===== src/rtl/atx_pkg.sv =====
package atx_pkg;

    localparam int WORD_W = 32;

    typedef enum logic [1:0] {
        WM_STEREO  = 2'd0,
        WM_COMPACT = 2'd1,
        WM_MONO    = 2'd2,
        WM_RSVD    = 2'd3
    } wmode_e;

    typedef enum logic [1:0] {
        WK_LEFT,
        WK_RIGHT,
        WK_PAIR
    } wkind_e;

    typedef struct packed {
        logic [WORD_W-1:0] left;
        logic [WORD_W-1:0] right;
    } pair_t;

    function automatic logic [WORD_W-1:0] widen16(input logic [15:0] s);
        return {s, {(WORD_W-16){1'b0}}};
    endfunction

    function automatic logic [WORD_W-1:0] widen8(input logic [7:0] s);
        return {s, {(WORD_W-8){1'b0}}};
    endfunction

endpackage


===== src/rtl/atx_unpack.sv =====
module atx_unpack
    import atx_pkg::*;
(
    input  logic [WORD_W-1:0] word,
    input  wmode_e            mode,
    input  logic              narrow8,
    input  logic              want_right,
    output wkind_e            kind,
    output pair_t             pair
);

    always_comb begin
        kind = WK_PAIR;
        pair = '0;
        unique case (mode)
            WM_COMPACT: begin
                if (narrow8) begin
                    pair.left  = widen8(word[7:0]);
                    pair.right = widen8(word[15:8]);
                end else begin
                    pair.left  = widen16(word[15:0]);
                    pair.right = widen16(word[31:16]);
                end
            end
            WM_MONO: begin
                pair.left  = word;
                pair.right = word;
            end
            default: begin
                kind       = want_right ? WK_RIGHT : WK_LEFT;
                pair.left  = word;
                pair.right = word;
            end
        endcase
    end

endmodule


===== src/rtl/atx_pair_store.sv =====
module atx_pair_store
    import atx_pkg::*;
#(
    parameter  int DEPTH = 8,
    localparam int AW    = (DEPTH > 1) ? $clog2(DEPTH) : 1,
    localparam int CW    = $clog2(DEPTH + 1)
) (
    input  logic          clk,
    input  logic          rst,
    input  logic          flush,
    input  logic          push,
    input  pair_t         push_pair,
    input  logic          pop,
    output pair_t         head,
    output logic [CW-1:0] count
);

    pair_t         slots [DEPTH];
    logic [AW-1:0] wptr, rptr;
    logic          do_push, do_pop;

    assign do_push = push && (count != CW'(DEPTH));
    assign do_pop  = pop && (count != '0);
    assign head    = slots[rptr];

    function automatic logic [AW-1:0] step(input logic [AW-1:0] p);
        return (p == AW'(DEPTH - 1)) ? '0 : p + AW'(1);
    endfunction

    always_ff @(posedge clk) begin
        if (do_push && !flush && !rst)
            slots[wptr] <= push_pair;
    end

    always_ff @(posedge clk) begin
        if (rst || flush) begin
            wptr  <= '0;
            rptr  <= '0;
            count <= '0;
        end else begin
            if (do_push) wptr <= step(wptr);
            if (do_pop)  rptr <= step(rptr);
            case ({do_push, do_pop})
                2'b10:   count <= count + CW'(1);
                2'b01:   count <= count - CW'(1);
                default: count <= count;
            endcase
        end
    end

endmodule


===== src/rtl/audio_tx_fifo.sv =====
module audio_tx_fifo
    import atx_pkg::*;
#(
    parameter  int PAIR_DEPTH = 8,
    localparam int LVL_W      = $clog2(2 * PAIR_DEPTH + 1)
) (
    input  logic              clk,
    input  logic              rst,
    input  logic [1:0]        wr_mode,
    input  logic              compact8,
    input  logic              wr_en,
    input  logic [WORD_W-1:0] wr_data,
    input  logic              pop,
    output logic [WORD_W-1:0] out_left,
    output logic [WORD_W-1:0] out_right,
    output logic              out_valid,
    output logic [LVL_W-1:0]  level,
    output logic              next_right,
    output logic              empty,
    output logic              full,
    output logic              overflow
);

    localparam int CW = $clog2(PAIR_DEPTH + 1);

    wmode_e            mode_q;
    logic              narrow_q;
    logic              cfg_chg;
    logic [WORD_W-1:0] hold_q;
    logic              right_q;
    logic              ovf_q;

    wkind_e            kind;
    pair_t             unpacked;
    pair_t             push_pair;
    pair_t             head;
    logic [CW-1:0]     count;
    logic              store_full;
    logic              wr_go;
    logic              push;

    assign cfg_chg    = (wmode_e'(wr_mode) != mode_q) || (compact8 != narrow_q);
    assign store_full = (count == CW'(PAIR_DEPTH));
    assign wr_go      = wr_en && !cfg_chg;
    assign push       = wr_go && !store_full && (kind != WK_LEFT);

    atx_unpack u_unpack (
        .word       (wr_data),
        .mode       (mode_q),
        .narrow8    (narrow_q),
        .want_right (right_q),
        .kind       (kind),
        .pair       (unpacked)
    );

    always_comb begin
        push_pair = unpacked;
        if (kind == WK_RIGHT)
            push_pair.left = hold_q;
    end

    atx_pair_store #(.DEPTH(PAIR_DEPTH)) u_store (
        .clk       (clk),
        .rst       (rst),
        .flush     (cfg_chg),
        .push      (push),
        .push_pair (push_pair),
        .pop       (pop),
        .head      (head),
        .count     (count)
    );

    always_ff @(posedge clk) begin
        if (rst) begin
            mode_q   <= wmode_e'(wr_mode);
            narrow_q <= compact8;
            hold_q   <= '0;
            right_q  <= 1'b0;
            ovf_q    <= 1'b0;
        end else if (cfg_chg) begin
            mode_q   <= wmode_e'(wr_mode);
            narrow_q <= compact8;
            right_q  <= 1'b0;
        end else if (wr_go) begin
            if (store_full) begin
                ovf_q <= 1'b1;
            end else if (kind == WK_LEFT) begin
                hold_q  <= wr_data;
                right_q <= 1'b1;
            end else if (kind == WK_RIGHT) begin
                right_q <= 1'b0;
            end
        end
    end

    assign out_left   = head.left;
    assign out_right  = head.right;
    assign out_valid  = (count != '0);
    assign level      = LVL_W'({count, 1'b0}) + LVL_W'(right_q);
    assign next_right = right_q;
    assign empty      = (level == '0);
    assign full       = store_full;
    assign overflow   = ovf_q;

endmodule


===== config.mk =====
export PLATFORM = sky130hd
export DESIGN_NAME = audio_tx_fifo
export DESIGN_NICKNAME = d
export VERILOG_FILES = /design/src/rtl/atx_pkg.sv /design/src/rtl/atx_unpack.sv /design/src/rtl/atx_pair_store.sv /design/src/rtl/audio_tx_fifo.sv
export SDC_FILE = /design/constraint.sdc
export NUM_CORES = 1
export LEC_CHECK = 0
export CAP_MARGIN = 20
export CORE_MARGIN = 8
export CORE_UTILIZATION = 45
export CTS_BUF_LIST = sky130_fd_sc_hd__clkbuf_8
export DETAILED_ROUTE_END_ITERATION = 10
export DONT_BUFFER_PORTS = 1
export GPL_ROUTABILITY_DRIVEN = 1
export MAX_ROUTING_LAYER = met4
export SLEW_MARGIN = 5
export SYNTH_ARGS = -nofsm -noshare
export SYNTH_HDL_FRONTEND = slang
export SYNTH_HIERARCHICAL = 1
export SYNTH_SLANG_ARGS = --single-unit

===== constraint.sdc =====
create_clock -name clk -period 12.05 [get_ports clk]
set_input_delay 0.6025 -clock clk [delete_from_list [all_inputs] [get_ports clk]]
set_output_delay 0.6025 -clock clk [all_outputs]
set_load 0.01 [all_outputs]

# [Yosys cells after proc, flatten, opt, wreduce, memory -nomap -nowiden]
# Memories as Yosys holds them, arrays and structs flattened. A register that Yosys moved wholly into a read port is not among the register bits.
# Index checks and enable logic that the tools add are counted.
[word_totals] output_inout_bits=74 ram_bits=512 inputBits=39 mem_count=1 reg_bits=47
[memory_table] name="u_store.slots" depth=8 word_bits=64 rd=1 rd_ports_with_merged_regs=1 write_ports=1 line="atx_pair_store.sv:18" text="pair_t slots [DEPTH];"
[op_classes] add_sub_neg=5 eq_ne=11 mux=18 bitwise=2 reduce_logical=24
[op_table] op="64-bit 2-to-1 mux" count=2
[op_table] op="32-bit 2-to-1 mux" count=1
[op_table] op="3-bit 2-to-1 mux" count=4
[op_table] op="4-bit case mux with 2 select lines" count=1
[op_table] op="2-bit nonzero test" count=4
[op_table] op="1-bit logical AND" count=7
[op_table] op="1-bit 2-to-1 mux" count=7
[op_table] op="3-bit by 1-bit adder with 3-bit output, second input constant" count=2
[op_table] op="2-bit by 1-bit equality test with 1-bit output, second input constant" count=3
[op_table] op="3-bit equality test, second input constant" count=2
[op_table] op="2-bit 2-to-1 mux" count=3
[op_table] op="3-bit AND reduction" count=2
[op_table] op="5-bit by 1-bit adder with 5-bit output" count=1
[op_table] op="5-bit logical NOT" count=1
[op_table] op="4-bit by 1-bit adder with 4-bit output, second input constant" count=1
[op_table] op="2-bit equality test, second input constant" count=2
[op_table] op="4-bit equality test, second input constant" count=1
[op_table] op="4-bit inequality test, second input constant" count=1
[op_table] op="4-bit AND reduction" count=1
[op_table] op="4-bit nonzero test" count=1
[op_table] op="2-bit OR reduction" count=2
[op_table] op="4-bit by 1-bit subtractor with 4-bit output, second input constant" count=1
[op_table] op="1-bit logical NOT" count=3
[op_table] op="2-bit logical NOT" count=1
[op_table] op="4 further kinds" count=6

# [Depth between registers and ports, before layout]
# Gate-level depths: netlist (run 1).
[logic_depth] word_depth=11 ltp_mapped=13 ltp_nobuf=13

# [Modules after synthesis]
# The synthesis (run 1) kept the hierarchy.
[by_module_without_submodules] mod="atx_pair_store" instances=1 area_each_um2=19876.6 seq_area_each_um2=15635.0 cells_per_inst=814
[by_module_without_submodules] mod="audio_tx_fifo" instances=1 area_each_um2=2134.5 seq_area_each_um2=770.7 cells_per_inst=201
[by_module_without_submodules] mod="atx_unpack" instances=1 area_each_um2=683.2 seq_area_each_um2=0.0 cells_per_inst=96

# [Least setup slack after synthesis (run 1)]
# Ideal clock, no wire load.
[synth_path] kind="input to register" start="input port wr_mode[1]" end="memory u_store/slots[1][0] (netlist name), enable pin" stages=6 setup_ns=0.565 arrival_ns=6.355 path_slack_ns=5.130 path_cell_list="xor2_1 -> or3_4 -> nor4_1 -> o21ai_2 -> or3_1 -> nor3_1"
[synth_between] elab_chain_len=11
[synth_rtl] item="start, declared" line="audio_tx_fifo.sv:9" text="input logic [1:0] wr_mode,"
[synth_rtl] item="2-bit inequality test" line="audio_tx_fifo.sv:42" text="assign cfg_chg = (wmode_e'(wr_mode) != mode_q) || (compact8 != narrow_q);"
[synth_rtl] item="1-bit logical OR" line="audio_tx_fifo.sv:42"
[synth_rtl] item="net cfg_chg" line="audio_tx_fifo.sv:28" text="logic cfg_chg;"
[synth_rtl] item="1-bit logical NOT" line="audio_tx_fifo.sv:44" text="assign wr_go = wr_en && !cfg_chg;"
[synth_rtl] item="1-bit logical AND" line="audio_tx_fifo.sv:44"
[synth_rtl] item="1-bit logical AND (2 in series)" line="audio_tx_fifo.sv:45" text="assign push = wr_go && !store_full && (kind != WK_LEFT);"
[synth_rtl] item="net push" line="audio_tx_fifo.sv:40" text="logic push;"
[synth_rtl] item="1-bit logical AND" line="atx_pair_store.sv:22" text="assign do_push = push && (count != CW'(DEPTH));"
[synth_rtl] item="1-bit logical AND (2 in series)" line="atx_pair_store.sv:31" text="if (do_push && !flush && !rst)"
[synth_rtl] item="1-bit 2-to-1 mux" line="atx_pair_store.sv:31"
[synth_rtl] item="1-bit 2-to-1 mux (not written as such)" line="atx_pair_store.sv:32" text="slots[wptr] <= push_pair;"
[synth_rtl] item="end, declared" line="atx_pair_store.sv:18"
# The timed path passes the listed nets, and every way through them passes these cells.

# [Final worst setup path (run 1)]
[layout_path] start="register narrow_q" end="memory u_store/slots[3][33] (netlist name), enable pin"
[layout_between] elab_chain_len=11
[layout_rtl] item="start, declared" line="audio_tx_fifo.sv:27" text="logic narrow_q;"
[layout_rtl] item="start signal, assigned" line="audio_tx_fifo.sv:76" text="narrow_q <= compact8;"
[layout_rtl] item="start signal, assigned" line="audio_tx_fifo.sv:82" text="narrow_q <= compact8;"
[layout_rtl] item="1-bit inequality test" line="audio_tx_fifo.sv:42"
[layout_rtl] item="1-bit logical OR" line="audio_tx_fifo.sv:42"
[layout_rtl] item="net cfg_chg" line="audio_tx_fifo.sv:28"
[layout_rtl] item="1-bit logical NOT" line="audio_tx_fifo.sv:44"
[layout_rtl] item="1-bit logical AND" line="audio_tx_fifo.sv:44"
[layout_rtl] item="1-bit logical AND (2 in series)" line="audio_tx_fifo.sv:45"
[layout_rtl] item="net push" line="audio_tx_fifo.sv:40"
[layout_rtl] item="1-bit logical AND" line="atx_pair_store.sv:22"
[layout_rtl] item="1-bit logical AND (2 in series)" line="atx_pair_store.sv:31"
[layout_rtl] item="1-bit 2-to-1 mux" line="atx_pair_store.sv:31"
[layout_rtl] item="1-bit 2-to-1 mux (not written as such)" line="atx_pair_store.sv:32"
# The timed path passes the listed nets, and every way through them passes these cells.

==> flow_metrics.tcl, run 1 <==
set metrics [dict create \
    grt_pass1_vias 10900 \
    synth.mux.area_fraction 0.199 \
    switching_share 0.216 \
    synth_fa_ha_area_frac 0.00496 \
    io_pins 113 \
    start_util 0.454 \
    cpPeakStageDelay_ps 730 \
    cp.required_ps 12300 \
    clock_sinks 562 \
    cp-endpoint "u_store/slots[3][33]$_DFFE_PP_" \
    port_buffers 0 \
    antenna_found_initial 2 \
    cp_cell_sequence "xor2_1 -> or3_4 -> nor4_1 -> o21ai_2 -> or3_1 -> nor2_4 -> buf_4" \
    rows 82 \
    synth_compound_area_frac 0.00849 \
    yosysWarningCount 6 \
    route.detailed.drc 0 \
    worstSetupStartpointType "flop" \
    finalCritPeriodShare 0.348 \
    rr_startpoint "narrow_q$_DFFE_PP_" \
    power_frac_comb 0.027 \
    die-area_mm2 0.0579 \
    p_leak_nw 7.73 \
    n_antenna_cell 0 \
    die-height_um 241 \
    viasPerCell 5.46 \
    areaGrowthSynthToFinish_pct 9.48 \
    firstDrtPassIters 5 \
    drive_above_1_share 0.311 \
    grt_use_total 0.175 \
    maxSlewViolCount 0 \
    ys_seq_elements 562 \
    yosysSeqAreaShare 0.723 \
    drtIter0Drc 771 \
    seqPwrFrac 0.581 \
    switchingPower_w 0.000797 \
    cts_setup_buffers 0 \
    path_depth 7 \
    syn_inst 1111 \
    root_buffer "clkbuf_8" \
    cts_buffer_depth 3 \
    regToRegSetupSlack_ps 7850 \
    postSynth.asyncResetShare 0 \
    crit_buf_inv 1 \
    clkTransAtPathRegs_ps 60 \
    cp_top_family "simple AND/OR/NAND/NOR gates" \
    finalNetCount 1195 \
    worstPathArrival_ps 4450 \
    worstSkewPairLatency_ps 650 \
    finalCriticalPeriod_ps 4200 \
    placedCellCount 1724 \
    final_cells 1895 \
    grt_pass1_wl_um 72000 \
    syn_avg_cell_area_um2 20.4 \
    grt_max_degree 71 \
    max_freq_ghz 0.238 \
    post_cts_resized 0 \
    cp_slowest_cell "edfxtp_1" \
    htreeDepth 3 \
    ys.flop_type "edfxtp_1" \
    tritoncts "yes" \
    hold_viol 0 \
    p_per_area_mw_per_mm2 149 \
    finalSetupTns_ps 0 \
    gp_congestion 0.838 \
    cp_max_fo 44 \
    wirelength_um 48800 \
    netlist_area_mm2 0.0227 \
    r2r-end "u_store/slots[3][33]$_DFFE_PP_" \
    synth_edf_count 515 \
    grt-ovfl-total 0 \
    coreArea_mm2 0.0500 \
    outcome "completed" \
    synth_cell_types 40 \
    crit_type "reg2reg" \
    end_kind "flop" \
    yosys.area_share.xor_xnor 0.00232 \
    synth_simple_gate_area_frac 0.0380 \
    worst_clock_skew_ps 32.9 \
    worstMarginPinSlew_ps 1120 \
    p_clk_frac 0.392 \
    crit_path_start "narrow_q$_DFFE_PP_" \
    slew_headroom 0.257 \
    ir_drop_v 0.0000735 \
    routedWlPerCell_um 25.8 \
    reg2reg_depth 7 \
    dp_hpwl_um 28900 \
    hold_path_class "in2reg" \
    synth_nets 1159 \
    drv_cap 0 \
    dieWidth_um 241 \
    synth_top_family_by_area "multiplexers" \
    ant_nets 0 \
    p_int_w 0.00290 \
    postCtsHoldBufs 4 \
    finalSetupViolations 0 \
    num_vias 10400 \
    rsz0062_at_grt "false" \
    cts_buffers 89 \
]
-- through the flow --
stage / total power [W] / instance area, um^2 / hold WS (ps) / setup slack [ps] / util
2_1_floorplan: 0.00226 / 22700 / 446 / 5130 / -
3_3_place_gp: 0.00229 / 23200 / 454 / 7920 / 0.464
3_5_place_dp: 0.00229 / 23200 / 458 / 7850 / 0.464
4_1_cts: 0.00375 / 24800 / 21.7 / 7770 / 0.497
5_1_grt: 0.00383 / 24800 / 50.0 / 7580 / 0.497
6_report: 0.00370 / 24800 / 100 / 7850 / 0.497
-- synthesized netlist by cell type (3+ instances only) --
library cell / instances / share of area
and2_1: 8 / 0.0022
nor2_1: 28 / 0.0046
mux2i_1: 45 / 0.020
buf_4: 20 / 0.0066
o21ai_0: 3 / 0.00066
ha_1: 9 / 0.0050
a21oi_1: 15 / 0.0033
mux4_2: 128 / 0.13
buf_2: 9 / 0.0020
nand2_1: 4 / 0.00066
buf_6: 13 / 0.0065
nand2b_1: 68 / 0.019
inv_1: 7 / 0.0012
mux2_4: 3 / 0.0020
nor2b_1: 17 / 0.0047
or3_1: 6 / 0.0017
a22o_1: 7 / 0.0027
dfxtp_1: 47 / 0.041
clkbuf_1: 19 / 0.0031
buf_12: 3 / 0.0026
edfxtp_1: 515 / 0.68
mux2_2: 102 / 0.051
xor2_1: 6 / 0.0023
buf_1: 10 / 0.0017
-- area by class of cell --
class / instances / area [um^2]
Clock inverter: 77 / 360
Timing Repair Buffer: 19 / 153
Inverter: 8 / 30.0
Clock buffer: 90 / 1240
Fill cell: 4065 / 25100
Multi-Input combinational cell: 467 / 5810
Sequential cell: 562 / 16400
Tap cell: 672 / 841
-- placed cells by master, fill, tap and decap left out, drive strengths merged, types with 6 or more instances in the layout --
cell type,count
mux2,105
nor2b,17
clkbuf,90
xor2,6
buf,15
ha,9
dfxtp,47
clkinv,49
mux2i,45
inv,32
and2,8
a21oi,15
edfxtp,515
a22o,7
nand2b,68
nor2,28
mux4,128
or3,7
-- sequential cells by signal, summed over array words and instances (netlist names), 2 cells and up, named ones only --
name and cells:
u_store/rptr 3, u_store/wptr 3, u_store/slots 512, mode_q 2, hold_q 32, u_store/count 4
-- metal layers --
layer	global-route usage	routed length (um)
met4	0.0605	1070
met5	-	0
met2	0.264	23100
met1	0.222	20700
met3	0.0588	3960
-- cells by family after synthesis --
| kind of cell | Yosys count |
|---|---|
| adder cells (fa/ha/maj) | 9 |
| XOR/XNOR | 6 |
| buffers and inverters | 82 |
| flip-flops | 562 |
| multiplexers | 278 |
| AO/OA/AOI/OAI | 30 |
| AND/OR/NAND/NOR | 144 |
-- how the worst min path moves through the flow --
| stage | endpoint | from | cells past startpoint | slack, ps |
|---|---|---|---|---|
| after floorplan | hold_q[10]$_SDFFE_PP0P_ | hold_q[10]$_SDFFE_PP0P_ | 2 | 450 |
| after global placement | hold_q[11]$_SDFFE_PP0P_ | hold_q[11]$_SDFFE_PP0P_ | 2 | 450 |
| after detailed placement | hold_q[6]$_SDFFE_PP0P_ | hold_q[6]$_SDFFE_PP0P_ | 2 | 460 |
| after CTS | hold_q[20]$_SDFFE_PP0P_ | wr_data[20] | 2 | 20 |
| after global routing | hold_q[18]$_SDFFE_PP0P_ | wr_data[18] | 2 | 50 |
| final | hold_q[20]$_SDFFE_PP0P_ | wr_data[20] | 2 | 100 |
-- power groups by stage --
| stage | clock network (W) | registers [W] | logic, W |
|---|---|---|---|
| global route | 0.00158 | 0.00215 | 0.000108 |
| finish | 0.00145 | 0.00215 | 0.0000984 |
| floorplan | 0 | 0.00219 | 0.0000727 |
| global placement | 0 | 0.00219 | 0.0000963 |
| detailed placement | 0 | 0.00219 | 0.0000990 |
| CTS | 0.00150 | 0.00215 | 0.000100 |
No activity file was read; power rests on OpenSTA's default activity.
==> run 2: changes to the inputs <==
Clock period 12.05 ns to 3.9 ns, I/O delays scaled along.
==> run 2 against run 1 <==
Compared with the run above:
- utilization is 2.5 points higher
- worst hold slack worse by 58 ps
- die area stayed put
- fmax is 35% higher
- register-to-register slack worse by 7100 ps
- first-iteration DRC count is 19% higher
- sequential share of layout area is 3.2 points lower
- flip-flop and latch count stayed put
- critical endpoint is now u_store/slots[4][17]$_DFFE_PP_
- largest cell class unchanged
- largest power group unchanged
==> flow_metrics.tcl, run 2 (same netlist as run 1, synthesis figures left out) <==
set metrics [dict create \
    drtIter0Drc 915 \
    layout_commonest_cell "edfxtp_1" \
    cp.required_ps 4160 \
    maxSlewViolCount 0 \
    seqCellArea_mm2 0.0164 \
    start_util 0.454 \
    finalCritPeriodShare 0.800 \
    dp_hpwl_um 29600 \
    port_buffers 0 \
    route.detailed.drc 0 \
    io_pins 113 \
    die-area_mm2 0.0579 \
    finalCriticalPeriod_ps 3120 \
    worstSetupStartpointType "flop" \
    gp_congestion 0.775 \
    largestRegisters "u_store/slots x512, hold_q x32, u_store/count x4" \
    slew_headroom 0.359 \
    antenna_found_initial 8 \
    rsz0062_at_grt "false" \
    final_cells 1996 \
    wirelength_um 50800 \
    routedWlPerCell_um 25.4 \
    die-height_um 241 \
    drv_cap 0 \
    postCtsHoldBufs 101 \
    top_register "u_store/slots" \
    finalNetCount 1301 \
    cts_buffer_depth 3 \
    cts_setup_buffers 0 \
    p_leak_nw 8.32 \
    coreArea_mm2 0.0500 \
    worst_clock_skew_ps 32.7 \
    root_buffer "clkbuf_8" \
    multi_input_area_mm2 0.00582 \
    clkTransAtPathRegs_ps 60 \
    worstSkewPairLatency_ps 650 \
    grt_use_total 0.183 \
    max_freq_ghz 0.321 \
    final_cell_area_mm2 0.0261 \
    mostFrequentLayoutCells "515 x edfxtp_1, 128 x mux4_2, 102 x mux2_2" \
    viasPerCell 5.47 \
    num_vias 10900 \
    p_per_area_mw_per_mm2 447 \
    firstDrtPassIters 7 \
    clock_sinks 562 \
    grt_pass1_vias 11500 \
    crit_type "reg2reg" \
    hold_slack_ps 42.4 \
    htreeDepth 3 \
    dp_slack_ps 832 \
    areaGrowthSynthToFinish_pct 15.1 \
    largest_reg_flops 512 \
    fin_ws_ps 781 \
    ir_drop_v 0.000226 \
    end_kind "flop" \
    drive_above_1_share 0.297 \
    rows 82 \
    post-route-util 0.523 \
    hold_path_class "in2reg" \
    dieWidth_um 241 \
    worstPathArrival_ps 3380 \
    place_area_mm2 0.0234 \
    cp_max_fo 64 \
    grt_pass1_wl_um 75200 \
    grt_max_degree 68 \
    grt-ovfl-total 0 \
    outcome "completed" \
    hold_viol 0 \
    worstMarginPinSlew_ps 962 \
    post_cts_resized 0 \
    finalSetupViolations 0 \
    cts_buffers 88 \
    tritoncts "yes" \
    placedCellCount 1733 \
    n_fill_cell 3985 \
    ant_nets 0 \
]
[run 2: cell types whose count changed in the layout (fill, tap and decap cells not counted), sizes merged]
cell / before / now
bufinv: 1 / 4
dlygate4sd3: 4 / 100
clkinv: 49 / 25
clkbuf: 90 / 92
diode: 0 / 4
inv: 32 / 41
buf: 15 / 26
[run 2: final timing paths]
check                         startpoint                        endpoint  slack, ps  depth (start not counted)
setup / recovery     mode_q[0]$_DFFE_PP_  u_store/slots[4][17]$_DFFE_PP_        780                          7
hold / removal                wr_data[5]  u_store/slots[6][53]$_DFFE_PP_         40                          2
setup reg to reg     mode_q[0]$_DFFE_PP_  u_store/slots[4][17]$_DFFE_PP_        780                          7
hold reg to reg   hold_q[7]$_SDFFE_PP0P_          hold_q[7]$_SDFFE_PP0P_        500                          2
[run 2: routing by layer]
| metal | global-route usage | wire (um) |
|---|---|---|
| met5 | - | 0 |
| met4 | 0.0563 | 947 |
| met3 | 0.0577 | 4240 |
| met2 | 0.283 | 24300 |
| met1 | 0.231 | 21300 |
[run 2: final cells by class]
| class | count | area share |
|---|---|---|
| clock buffers | 92 | 0.0485 |
| inverters | 8 | 0.00115 |
| flip-flops and latches | 562 | 0.629 |
| multi-input cells | 467 | 0.223 |
| well taps | 672 | 0.0322 |
| clock inverters | 65 | 0.0143 |
| diodes | 4 | 0.000383 |
| repair buffers | 126 | 0.0520 |
[run 2: per-stage QoR]
step	total power, W	TNS, ps
2_1_floorplan	0.00699	-39450
3_3_place_gp	0.00706	0
3_5_place_dp	0.00707	0
4_1_cts	0.0118	0
5_1_grt	0.0121	0
6_report	0.0117	0
[run 2: worst max-delay path, stage by stage, from the launching register on]
cell and delay (ps):
edfxtp_1 440, xor2_1 220, or3_4 390, nor4_1 320, o21ai_2 200, or3_1 530, nor2_4 170, buf_12 400
[run 2: power breakdown]
part	internal [W]	total [W]	switching, W
Combinational	0.000149	0.000399	0.000250
Clock	0.00244	0.00463	0.00219
Sequential	0.00663	0.00664	0.00000646
